## src/rtl/i2c_arb_pkg.sv

```systemverilog
package i2c_arb_pkg;
   // One sample of the two bus wires.
   typedef struct packed {
      logic scl;
      logic sda;
   } bus_lines_t;

   localparam bus_lines_t LINES_IDLE = '{scl: 1'b1, sda: 1'b1};
endpackage

```

## src/rtl/i2c_arb_sync.sv

```systemverilog
module i2c_arb_sync
   import i2c_arb_pkg::*;
#(
   parameter int STAGES = 2
) (
   input  logic       clk,
   input  logic       rst_n,
   input  bus_lines_t d_in,
   output bus_lines_t q_out
);
   generate
      if (STAGES > 4) begin : g_bad_depth
         $error("i2c_arb_sync: STAGES must be 0..4");
      end
      if (STAGES == 0) begin : g_bypass
         assign q_out = d_in;
      end else begin : g_chain
         bus_lines_t chain [STAGES];
         always_ff @(posedge clk or negedge rst_n) begin
            if (!rst_n) begin
               for (int i = 0; i < STAGES; i++) chain[i] <= LINES_IDLE;
            end else begin
               chain[0] <= d_in;
               for (int i = 1; i < STAGES; i++) chain[i] <= chain[i-1];
            end
         end
         assign q_out = chain[STAGES-1];
      end
   endgenerate
endmodule

```

## src/rtl/i2c_arb_judge.sv

```systemverilog
module i2c_arb_judge
   import i2c_arb_pkg::*;
(
   input  logic       clk,
   input  logic       rst_n,
   input  bus_lines_t lines,
   input  logic       enable,
   input  logic       tx_active,
   input  logic       ack_slot,
   input  logic       want_sda,
   output logic       scl_rise,
   output logic       hit
);
   logic scl_prev;

   always_ff @(posedge clk or negedge rst_n) begin
      if (!rst_n) scl_prev <= 1'b1;
      else        scl_prev <= lines.scl;
   end

   assign scl_rise = lines.scl & ~scl_prev;

   // Lost: this master left SDA high but the wired-AND line reads low.
   always_comb begin
      hit = 1'b0;
      if (scl_rise && enable && tx_active && !ack_slot)
         hit = want_sda & ~lines.sda;
   end

   // a rising edge can never be seen two cycles in a row.
   assert_rise_single_R7: assert property (@(posedge clk) disable iff (!rst_n)
      scl_rise |=> !scl_rise);
endmodule

```

## src/rtl/i2c_arb_release.sv

```systemverilog
module i2c_arb_release (
   input  logic clk,
   input  logic rst_n,
   input  logic hit,
   input  logic scl_high,
   input  logic stop_evt,
   input  logic clear_lost,
   output logic lost_pulse,
   output logic lost_flag,
   output logic release_sda,
   output logic release_scl
);
   always_ff @(posedge clk or negedge rst_n) begin
      if (!rst_n) begin
         lost_pulse  <= 1'b0;
         lost_flag   <= 1'b0;
         release_sda <= 1'b0;
         release_scl <= 1'b0;
      end else begin
         lost_pulse  <= hit;
         lost_flag   <= hit | (lost_flag & ~clear_lost);
         release_sda <= hit | (release_sda & ~stop_evt);
         release_scl <= ~stop_evt & (release_scl | (release_sda & scl_high));
      end
   end

   assert_pulse_one_cycle_R2: assert property (@(posedge clk) disable iff (!rst_n)
      lost_pulse |=> !lost_pulse);
   assert_flag_with_pulse_R8: assert property (@(posedge clk) disable iff (!rst_n)
      lost_pulse |-> lost_flag);
   assert_flag_sticky_R8: assert property (@(posedge clk) disable iff (!rst_n)
      (lost_flag && !clear_lost) |=> lost_flag);
   assert_release_with_loss_R9: assert property (@(posedge clk) disable iff (!rst_n)
      lost_pulse |-> release_sda);
   assert_scl_after_sda_R10: assert property (@(posedge clk) disable iff (!rst_n)
      release_scl |-> release_sda);
endmodule

```

## src/rtl/i2c_arb_guard.sv

```systemverilog
module i2c_arb_guard
   import i2c_arb_pkg::*;
#(
   parameter int SYNC_STAGES = 2
) (
   input  logic clk,
   input  logic rst_n,
   input  logic scl_in,
   input  logic sda_in,
   input  logic want_sda,
   input  logic tx_active,
   input  logic ack_slot,
   input  logic start_evt,
   input  logic stop_evt,
   input  logic clear_lost,
   output logic lost_pulse,
   output logic lost_flag,
   output logic release_sda,
   output logic release_scl
);
   bus_lines_t raw_lines, sync_lines;
   logic       armed, enable, scl_rise, hit;

   assign raw_lines = '{scl: scl_in, sda: sda_in};

   i2c_arb_sync #(.STAGES(SYNC_STAGES)) u_sync (
      .clk(clk), .rst_n(rst_n), .d_in(raw_lines), .q_out(sync_lines));

   // Armed between a start and a stop event.
   always_ff @(posedge clk or negedge rst_n) begin
      if (!rst_n)         armed <= 1'b0;
      else if (start_evt) armed <= 1'b1;
      else if (stop_evt)  armed <= 1'b0;
   end

   assign enable = armed & ~release_sda;

   i2c_arb_judge u_judge (
      .clk(clk), .rst_n(rst_n), .lines(sync_lines), .enable(enable),
      .tx_active(tx_active), .ack_slot(ack_slot), .want_sda(want_sda),
      .scl_rise(scl_rise), .hit(hit));

   i2c_arb_release u_release (
      .clk(clk), .rst_n(rst_n), .hit(hit), .scl_high(sync_lines.scl),
      .stop_evt(stop_evt), .clear_lost(clear_lost),
      .lost_pulse(lost_pulse), .lost_flag(lost_flag),
      .release_sda(release_sda), .release_scl(release_scl));

   // no new loss while already released.
   assert_no_pulse_released_R11: assert property (@(posedge clk) disable iff (!rst_n)
      release_sda |=> !lost_pulse);
   // every pulse follows an SCL rising edge one cycle earlier.
   assert_pulse_after_rise_R2: assert property (@(posedge clk) disable iff (!rst_n)
      hit |=> lost_pulse);
   // nothing is judged while unarmed.
   assert_no_hit_unarmed_R6: assert property (@(posedge clk) disable iff (!rst_n)
      !armed |=> !lost_pulse);
endmodule

```

## config.mk

```make
export PLATFORM = sky130hd
export DESIGN_NAME = i2c_arb_guard
export DESIGN_NICKNAME = d
export VERILOG_FILES = /design/src/rtl/i2c_arb_pkg.sv /design/src/rtl/i2c_arb_sync.sv /design/src/rtl/i2c_arb_judge.sv /design/src/rtl/i2c_arb_release.sv /design/src/rtl/i2c_arb_guard.sv
export SDC_FILE = /design/constraint.sdc
export NUM_CORES = 1
export LEC_CHECK = 0
export BUFFER_PORTS_ARGS = -buffer_cell sky130_fd_sc_hd__buf_2
export CORE_AREA = 4 4 41 43
export CTS_CLUSTER_SIZE = 20
export DETAILED_ROUTE_END_ITERATION = 16
export DIE_AREA = 0 0 45 47
export PLACE_DENSITY_LB_ADDON = 0.25
export RECOVER_POWER = 50
export SLEW_MARGIN = 20
export SYNTH_ARGS = -nofsm -noshare
export SYNTH_HDL_FRONTEND = slang
export SYNTH_SLANG_ARGS = --single-unit
```

## constraint.sdc

```tcl
create_clock -name clk -period 3.2 [get_ports clk]
set_input_delay 0.8 -clock clk [delete_from_list [all_inputs] [get_ports clk]]
set_output_delay 0.8 -clock clk [all_outputs]
set_load 0.05 [all_outputs]
```

==> flow_summary_export.csv, run 1 <==
group,metric,value,unit
routing,drc,0,
routing,post_drt_wl_per_cell,10.25,um
sta,period_minus_slack,1747,ps
setup_path,start_kind,"flop",
final_layout,final_cell_mix,"buf_2 (12), dfrtp_1 (5), dfstp_2 (4)",
setup_path,path_buf_inv,1,
floorplan,core,1301,um^2
cts,cts_made_buffers,3,
run_status,status,"complete, no violations",
cts,clock_sinks,10,
routing,via_per_inst,4.250,
sta,fin_crit_sh,54.60,%
grt,grt_pass1_vias,201,
setup_path,cp.required,2400,ps
cts,clkTransAtPathRegs,70,ps
grt,overflow,0,
routing,vias,221,
setup_path,r2r_slack,2080,ps
setup_path,path_cells,"buf_2",
cts,cts.path.max_buffers,2,
yosys,syn_nets,30,
yosys,avgSynthCellArea,16.08,um^2
routing,drt-total-wl,533,um
final_layout,antenna_cells,0,
cts,clk_latency,260,ps
sta,finalHoldViolations,0,
grt,grt_antenna_before_repair,0,
yosys,synthesis.area,321.6,um^2
power,p_leak,0.2168,nW
grt,grt_max_degree,11,
floorplan,initial_core_util,24.71,%
sta,worstMarginPinSlew,494.4,ps
setup_path,cp_max_fo,4,
setup_path,critPathSlowestCell,"dfrtp_1",
job,maxCapViolCount,0,
cts,htreeDepth,1,
setup_path,critPathMaxStageDelay,400,ps
final_layout,layout_commonest_cell,"buf_2",
final_layout,finalNetCount,48,
power,powerDensity,594.1,nW/um^2
placed_design,numPortBuffers,13,
power,ir_drop,330.3,uV
routing,final_antenna_net_count,0,
yosys,ys_types,10,
grt,track_usage,6.496,%
sta,fmax,0.5723,GHz
floorplan,ios,14,
cts,cts_tree,"yes",
floorplan,die_h,47,um
grt,grt_pass1_wl,890,um
yosys,synth-seq-area-share,79.77,%
floorplan,fp-row-count,13,
cts,cts_root_buf,"clkbuf_4",
yosys,yosysWarnings,0,
sta,fin_setup_tns,0,ps
final_layout,drive_gt1_share,56.76,%
setup_path,path_delay_family,"flip-flops",
placed_design,dpl.hpwl,427,um
final_layout,synthToLayoutAreaGrowth,36.97,%
floorplan,die_w,45,um
power,total_power,0.2617,mW
yosys,synthCells,20,
setup_path,crit_path_end_kind,"primary output",
sta,setup_viol,0,
setup_path,cp.arrival,950,ps
sta,finClkSkew,5.330,ps
cts,postCtsSetupBuffers,0,
sta,rsz0062_at_grt,"false",
floorplan,die_area,2115,um^2
placed_design,gp_congestion,0.6670,
min_path,hold_class,"flop to flop",
sta,finalMaxSlewViolations,0,
setup_path,crit_type,"flop to primary output",
yosys,ys_ff_latch,10,
final_layout,fillers,140,
routing,drt_first_pass_iters,4,
cts,ctsResizeCount,0,
routing,first_iter_violations,1,
cts,hold_buffers,0,
sta,slew_headroom,67.04,%
-- through the flow --
stage | area [um^2] | cells | util (%) | hold WS [ps] | setup slack (ps)
floorplan | 321.6 | 20 | - | 345.2 | 1677
global placement | 405.4 | 48 | 31.15 | 345.8 | 1570
detailed placement | 405.4 | 48 | 31.15 | 346.8 | 1557
CTS | 441.7 | 52 | 33.94 | 356.3 | 1436
global route | 440.4 | 52 | 33.85 | 361.2 | 1383
finish | 440.4 | 52 | 33.85 | 356.0 | 1453
-- where the power goes --
group | switching, mW | total [mW] | leakage (nW) | internal [mW]
Clock | 0.0434 | 0.112 | 0.0210 | 0.0691
Combinational | 0.00772 | 0.0140 | 0.0774 | 0.00629
Sequential | 0.00190 | 0.135 | 0.118 | 0.133
-- worst paths after layout --
| path | from | endpoint | cells after the start |
|---|---|---|---|
| max | u_release.release_sda | release_sda | 1 |
| min | u_sync.g_chain.chain[2] | u_sync.q_out[0] | 0 |
| max reg2reg | u_release.release_sda | u_release.lost_flag | 2 |
| min reg2reg | u_sync.g_chain.chain[2] | u_sync.q_out[0] | 0 |
| max in group asynchronous | rst_n | u_sync.g_chain.chain[2] | 1 |
| min in group asynchronous | rst_n | armed | 1 |
-- flip-flops by register name, indices dropped and copies added, names as in the netlist --
register	cells
u_sync.g_chain.chain	2
u_sync.q_out	2
armed	1
u_judge.scl_prev	1
u_release.lost_flag	1
u_release.lost_pulse	1
u_release.release_scl	1
u_release.release_sda	1
-- cells by family (layout without fill, tap and decap cells) --
group           Yosys count  after routing  share of synthesized area (%)
buf+inv                   2             19                          2.336
flops                    10             10                          79.77
compound gates            4              4                          8.561
simple gates              4              4                          9.339
-- cell usage after synthesis (all sizes together) --
| library cell | number | share of area (%) |
|---|---|---|
| a21o | 1 | 2.3 |
| a21oi | 1 | 1.6 |
| dfrtp | 5 | 39 |
| dfstp | 5 | 41 |
| inv | 2 | 2.3 |
| nand4b | 1 | 2.7 |
| nor2 | 2 | 2.3 |
| o22ai | 1 | 1.9 |
| o2bb2ai | 1 | 2.7 |
| or4b | 1 | 4.3 |
-- routing by layer --
metal / GRT usage, % / vias to the layer above / share of wire, %
met3: 6.513 / 0 / 18
met2: 7.910 / 14 / 43
met1: 7.126 / 105 / 39
met5: 0 / - / 0
li1: - / 102 / -
met4: 3.509 / 0 / 0
-- final cells by class --
| type | count | area, um^2 | area share [%] |
|---|---|---|---|
| flip-flops and latches | 10 | 256.5 | 58.24 |
| repair buffers | 13 | 63.81 | 14.49 |
| inverters | 2 | 7.507 | 1.705 |
| well taps | 15 | 18.77 | 4.261 |
| clock buffers | 4 | 36.28 | 8.239 |
| multi-input cells | 8 | 57.56 | 13.07 |
Note: power is estimated with default switching activity, not from simulation.
==> inputs of run 2 (changes only) <==
==> constraint.sdc (replaced) <==
create_clock -name clk -period 1.65 [get_ports clk]
set_input_delay 0.4125 -clock clk [delete_from_list [all_inputs] [get_ports clk]]
set_output_delay 0.4125 -clock clk [all_outputs]
set_load 0.05 [all_outputs]
==> flow_summary_export.csv, run 2 (synthesis gave the netlist of run 1 again) <==
group,metric,value,unit
job,maxCapViolCount,0,
sta,finalMaxSlewViolations,0,
setup_path,start_kind,"flop",
setup_path,critPathMaxStageDelay,400,ps
cts,cts_made_buffers,3,
placed_design,gp_congestion,0.6670,
floorplan,initial_core_util,24.71,%
routing,wl_met2,235,um
final_layout,finalNetCount,49,
cts,clk_latency,260,ps
power,ir_drop,640.7,uV
power,p_int,0.4063,mW
sta,finClkSkew,5.296,ps
routing,met1_length,214,um
grt,grt_antenna_before_repair,0,
power,power_frac_seq,51.5,%
cts,cts.path.max_buffers,2,
routing,first_iter_violations,1,
final_layout,drive_gt1_share,55.26,%
cts,htreeDepth,1,
routing,top_layer,"met3",
grt,grt_max_degree,11,
routing,post_drt_wl_per_cell,10.25,um
floorplan,fp-row-count,13,
final_layout,synthToLayoutAreaGrowth,40.08,%
sta,finalHoldViolations,0,
grt,overflow,0,
final_layout,final_cell_mix,"buf_2 (12), dfrtp_1 (5), dfstp_2 (4)",
setup_path,path_cells,"buf_2",
power,clkPwrFrac,42.8,%
routing,wl_met3,92,um
setup_path,critPathSlowestCell,"dfrtp_1",
power,p_leak,0.2210,nW
setup_path,crit_path_end_kind,"primary output",
sta,fin_crit_sh,82.41,%
cts,clock_sinks,10,
sta,rsz0062_at_grt,"false",
setup_path,path_delay_family,"flip-flops",
min_path,hold_class,"input pin to flop",
grt,grt_pass1_vias,212,
run_status,status,"complete, no violations",
sta,fmax,0.7354,GHz
floorplan,die_h,47,um
setup_path,cp.arrival,950,ps
routing,drc,0,
final_layout,fillers,142,
sta,slew_headroom,66.78,%
power,powerDensity,1131,nW/um^2
floorplan,die_area,2115,um^2
cts,cts_tree,"yes",
cts,cts_root_buf,"clkbuf_4",
sta,setup_viol,0,
setup_path,crit_type,"flop to primary output",
routing,drt_first_pass_iters,4,
cts,clkTransAtPathRegs,70,ps
setup_path,cp.required,1240,ps
power,sw_frac_of_total,20.23,%
final_layout,layout_commonest_cell,"buf_2",
routing,vias,225,
placed_design,dpl.hpwl,427,um
final_layout,stdcell_count,53,
setup_path,cp_max_fo,4,
power,power_frac_comb,5.7,%
routing,final_antenna_net_count,0,
routing,drt-total-wl,543,um
final_layout,antenna_cells,0,
placed_design,place_inst,48,
floorplan,core,1301,um^2
setup_path,path_buf_inv,1,
floorplan,die_w,45,um
sta,worstMarginPinSlew,498.4,ps
sta,period_minus_slack,1360,ps
sta,fin_setup_tns,0,ps
placed_design,numPortBuffers,13,
routing,via_per_inst,4.245,
grt,track_usage,6.736,%
grt,grt_pass1_wl,931,um
power,p_sw,0.1031,mW
floorplan,ios,14,
-- run 2: changes by cell type in the layout (fill, tap and decap cells not counted), sizes merged --
| cell | before | now |
|---|---|---|
| dlygate4sd3 | 0 | 1 |
-- run 2: worst reg2reg max path, stage by stage, from the launching register on --
cell	delay, ps
dfrtp_1	410
or4b_4	500
o22ai_1	120
-- run 2: path summary, 6_finish.rpt --
| kind | slack, ps | from | endpoint | cells past startpoint |
|---|---|---|---|---|
| setup / recovery | 290 | u_release.release_sda | release_sda | 1 |
| hold / removal | 240 | scl_in | u_sync.g_chain.chain[3] | 1 |
| setup reg to reg | 530 | u_release.release_sda | u_release.lost_flag | 2 |
| hold reg to reg | 360 | u_sync.g_chain.chain[2] | u_sync.q_out[0] | 0 |
| max in group asynchronous | 670 | rst_n | u_sync.g_chain.chain[2] | 2 |
| min in group asynchronous | 620 | rst_n | armed | 2 |
-- run 2: timing repair --
item                                   CTS  global route
hold buffers                             1             0
endpoints found under the hold margin    5             0
resized for setup                        0             0
buffers inserted                         0             0
-- run 2: final cells by class --
class	instances	area (um^2)	share of cell area (%)
clock buffer	4	36.28	8.056
sequential	10	256.5	56.94
tap	15	18.77	4.167
timing repair buffer	14	73.82	16.39
inverter	2	7.507	1.667
multi-input combinational	8	57.56	12.78
-- run 2: power groups by stage --
stage / clock network (mW) / logic, mW / registers [mW]
after floorplan: 0 / 0.00657 / 0.271
after global placement: 0 / 0.0277 / 0.267
after detailed placement: 0 / 0.0283 / 0.267
after CTS: 0.229 / 0.0302 / 0.263
after global routing: 0.244 / 0.0325 / 0.264
final: 0.218 / 0.0290 / 0.262
-- run 2: layer usage --
metal	vias to the layer above	track usage (%)
li1	104	-
met1	107	7.363
met2	14	8.475
met3	0	6.513
met4	0	3.509
met5	-	0
-- run 2: through the flow --
step                worst slack (ps)  instance area [um^2]  power, mW  hold slack (ps)  utilization [%]
floorplan                      336.4                 321.6     0.2774            116.9                -
global placement               407.4                 405.4     0.2945            271.4            31.15
detailed placement             394.8                 405.4     0.2955            277.5            31.15
CTS                            273.4                 451.7     0.5221            232.0            34.71
global route                   220.8                 450.4     0.5403            224.3            34.62
finish                         290.2                 450.4     0.5093            244.7            34.62
==> inputs of run 3 (changes only) <==
==> constraint.sdc (replaced) <==
create_clock -name clk -period 1.3 [get_ports clk]
set_input_delay 0.325 -clock clk [delete_from_list [all_inputs] [get_ports clk]]
set_output_delay 0.325 -clock clk [all_outputs]
set_load 0.05 [all_outputs]
==> flow_summary_export.csv, run 3 (synthesis gave the netlist of run 1 again) <==
group,metric,value,unit
grt,grt_pass1_wl,938,um
final_layout,fillers,143,
setup_path,path_buf_inv,1,
setup_path,cp.arrival,910,ps
floorplan,die_w,45,um
floorplan,fp-row-count,13,
setup_path,r2r-end,"u_release.release_sda",
final_layout,synthToLayoutAreaGrowth,40.47,%
setup_path,path_delay_family,"flip-flops",
min_path,holdPathStages,1,
power,ir_drop,711.0,uV
setup_path,critPathSlowestCell,"dfrtp_2",
power,powerDensity,1425,nW/um^2
sta,fin_crit_sh,95.19,%
sta,hold_slack,157.5,ps
setup_path,start_kind,"flop",
setup_path,regToRegStartpoint,"u_release.release_sda",
cts,clock_sinks,10,
grt,overflow,0,
sta,slew_headroom,66.73,%
floorplan,ios,14,
routing,via_per_inst,3.981,
final_layout,antenna_cells,0,
sta,rsz0062_at_grt,"false",
placed_design,dpl.hpwl,422.1,um
cts,clk_latency,260,ps
routing,drt-total-wl,535,um
setup_path,crit_path_end_kind,"primary output",
job,maxCapViolCount,0,
routing,first_iter_violations,1,
min_path,min_from,"sda_in",
placed_design,gp_congestion,0.6502,
final_layout,layout_commonest_cell,"buf_2",
final_layout,final_cell_mix,"buf_2 (12), dfrtp_1 (4), dfstp_2 (4)",
sta,worstMarginPinSlew,499.0,ps
grt,grt_antenna_before_repair,0,
setup_path,worstRegToRegCells,2,
routing,post_drt_wl_per_cell,10.09,um
sta,setup_viol,0,
sta,period_minus_slack,1238,ps
setup_path,critPathMaxStageDelay,380,ps
sta,final.setup.worst_slack,62.47,ps
floorplan,initial_core_util,24.71,%
cts,ctsResizeCount,0,
sta,fmax,0.8081,GHz
cts,cts_tree,"yes",
power,p_leak,0.2194,nW
sta,finalMaxSlewViolations,0,
floorplan,die_h,47,um
setup_path,cp.required,980,ps
sta,finalHoldViolations,0,
sta,fin_setup_tns,0,ps
routing,vias,211,
grt,grt_pass1_vias,218,
cts,cts.path.max_buffers,2,
placed_design,pre_cts_ws,124.8,ps
sta,finClkSkew,3.404,ps
final_layout,finalNetCount,49,
setup_path,crit_type,"flop to primary output",
cts,clkTransAtPathRegs,60,ps
final_layout,drive_gt1_share,57.89,%
setup_path,r2r_slack,180,ps
routing,final_antenna_net_count,0,
setup_path,path_cells,"buf_2",
cts,cts_made_buffers,3,
routing,drt_first_pass_iters,2,
grt,track_usage,6.977,%
setup_path,critPathLaunch,"u_release.release_sda",
grt,grt_max_degree,11,
floorplan,core,1301,um^2
min_path,hold-path-endpoint,"u_sync.g_chain.chain[2]",
placed_design,numPortBuffers,13,
run_status,status,"complete, no violations",
setup_path,cp_max_fo,4,
floorplan,die_area,2115,um^2
routing,drc,0,
cts,htreeDepth,1,
min_path,hold_class,"input pin to flop",
cts,cts_root_buf,"clkbuf_4",
-- run 3: power breakdown --
group	switching (mW)	internal (mW)	leakage [nW]
combinational	0.0193	0.0175	0.0816
clock	0.104	0.170	0.0210
sequential	0.00464	0.328	0.117
total	0.128	0.516	0.219
-- run 3: how the worst max path moves through the flow --
stage | cells after the start | to | slack [ps]
6_report | 1 | release_sda | 60
4_1_cts | 1 | release_sda | 40
3_5_place_dp | 3 | u_release.release_sda | 120
2_1_floorplan | 2 | u_release.release_sda | 80
5_1_grt | 1 | release_sda | 10
3_3_place_gp | 3 | u_release.release_sda | 140
-- run 3: metal layers --
layer	wire length, um	global-route usage [%]	part of all wire, %
met5	0	0	0
met4	0	3.509	0
met3	86	7.280	16
met2	222	8.475	41
met1	226	7.601	42
-- run 3: cell type report --
type                            count  area (um^2)  area share [%]
Timing Repair Buffer               14        73.82           16.34
Inverter                            2        7.507           1.662
Multi-Input combinational cell      8        57.56           12.74
Sequential cell                    10        257.7           57.06
Clock buffer                        4        36.28           8.033
Tap cell                           15        18.77           4.155
-- run 3: repair_timing --
| item | 4_1_cts | 5_1_grt |
|---|---|---|
| hold buffers | 1 | 0 |
| hold endpoints to repair | 5 | 0 |
| buffers inserted | 0 | 0 |
| setup endpoints to repair | 0 | 0 |
-- run 3: stage by stage --
stage	area, um^2	utilization (%)	power (mW)	std cells
2_1_floorplan	322.8	-	0.3522	20
3_3_place_gp	406.6	31.25	0.3739	48
3_5_place_dp	406.6	31.25	0.3748	48
4_1_cts	452.9	34.81	0.6585	53
5_1_grt	451.7	34.71	0.6879	53
6_report	451.7	34.71	0.6435	53
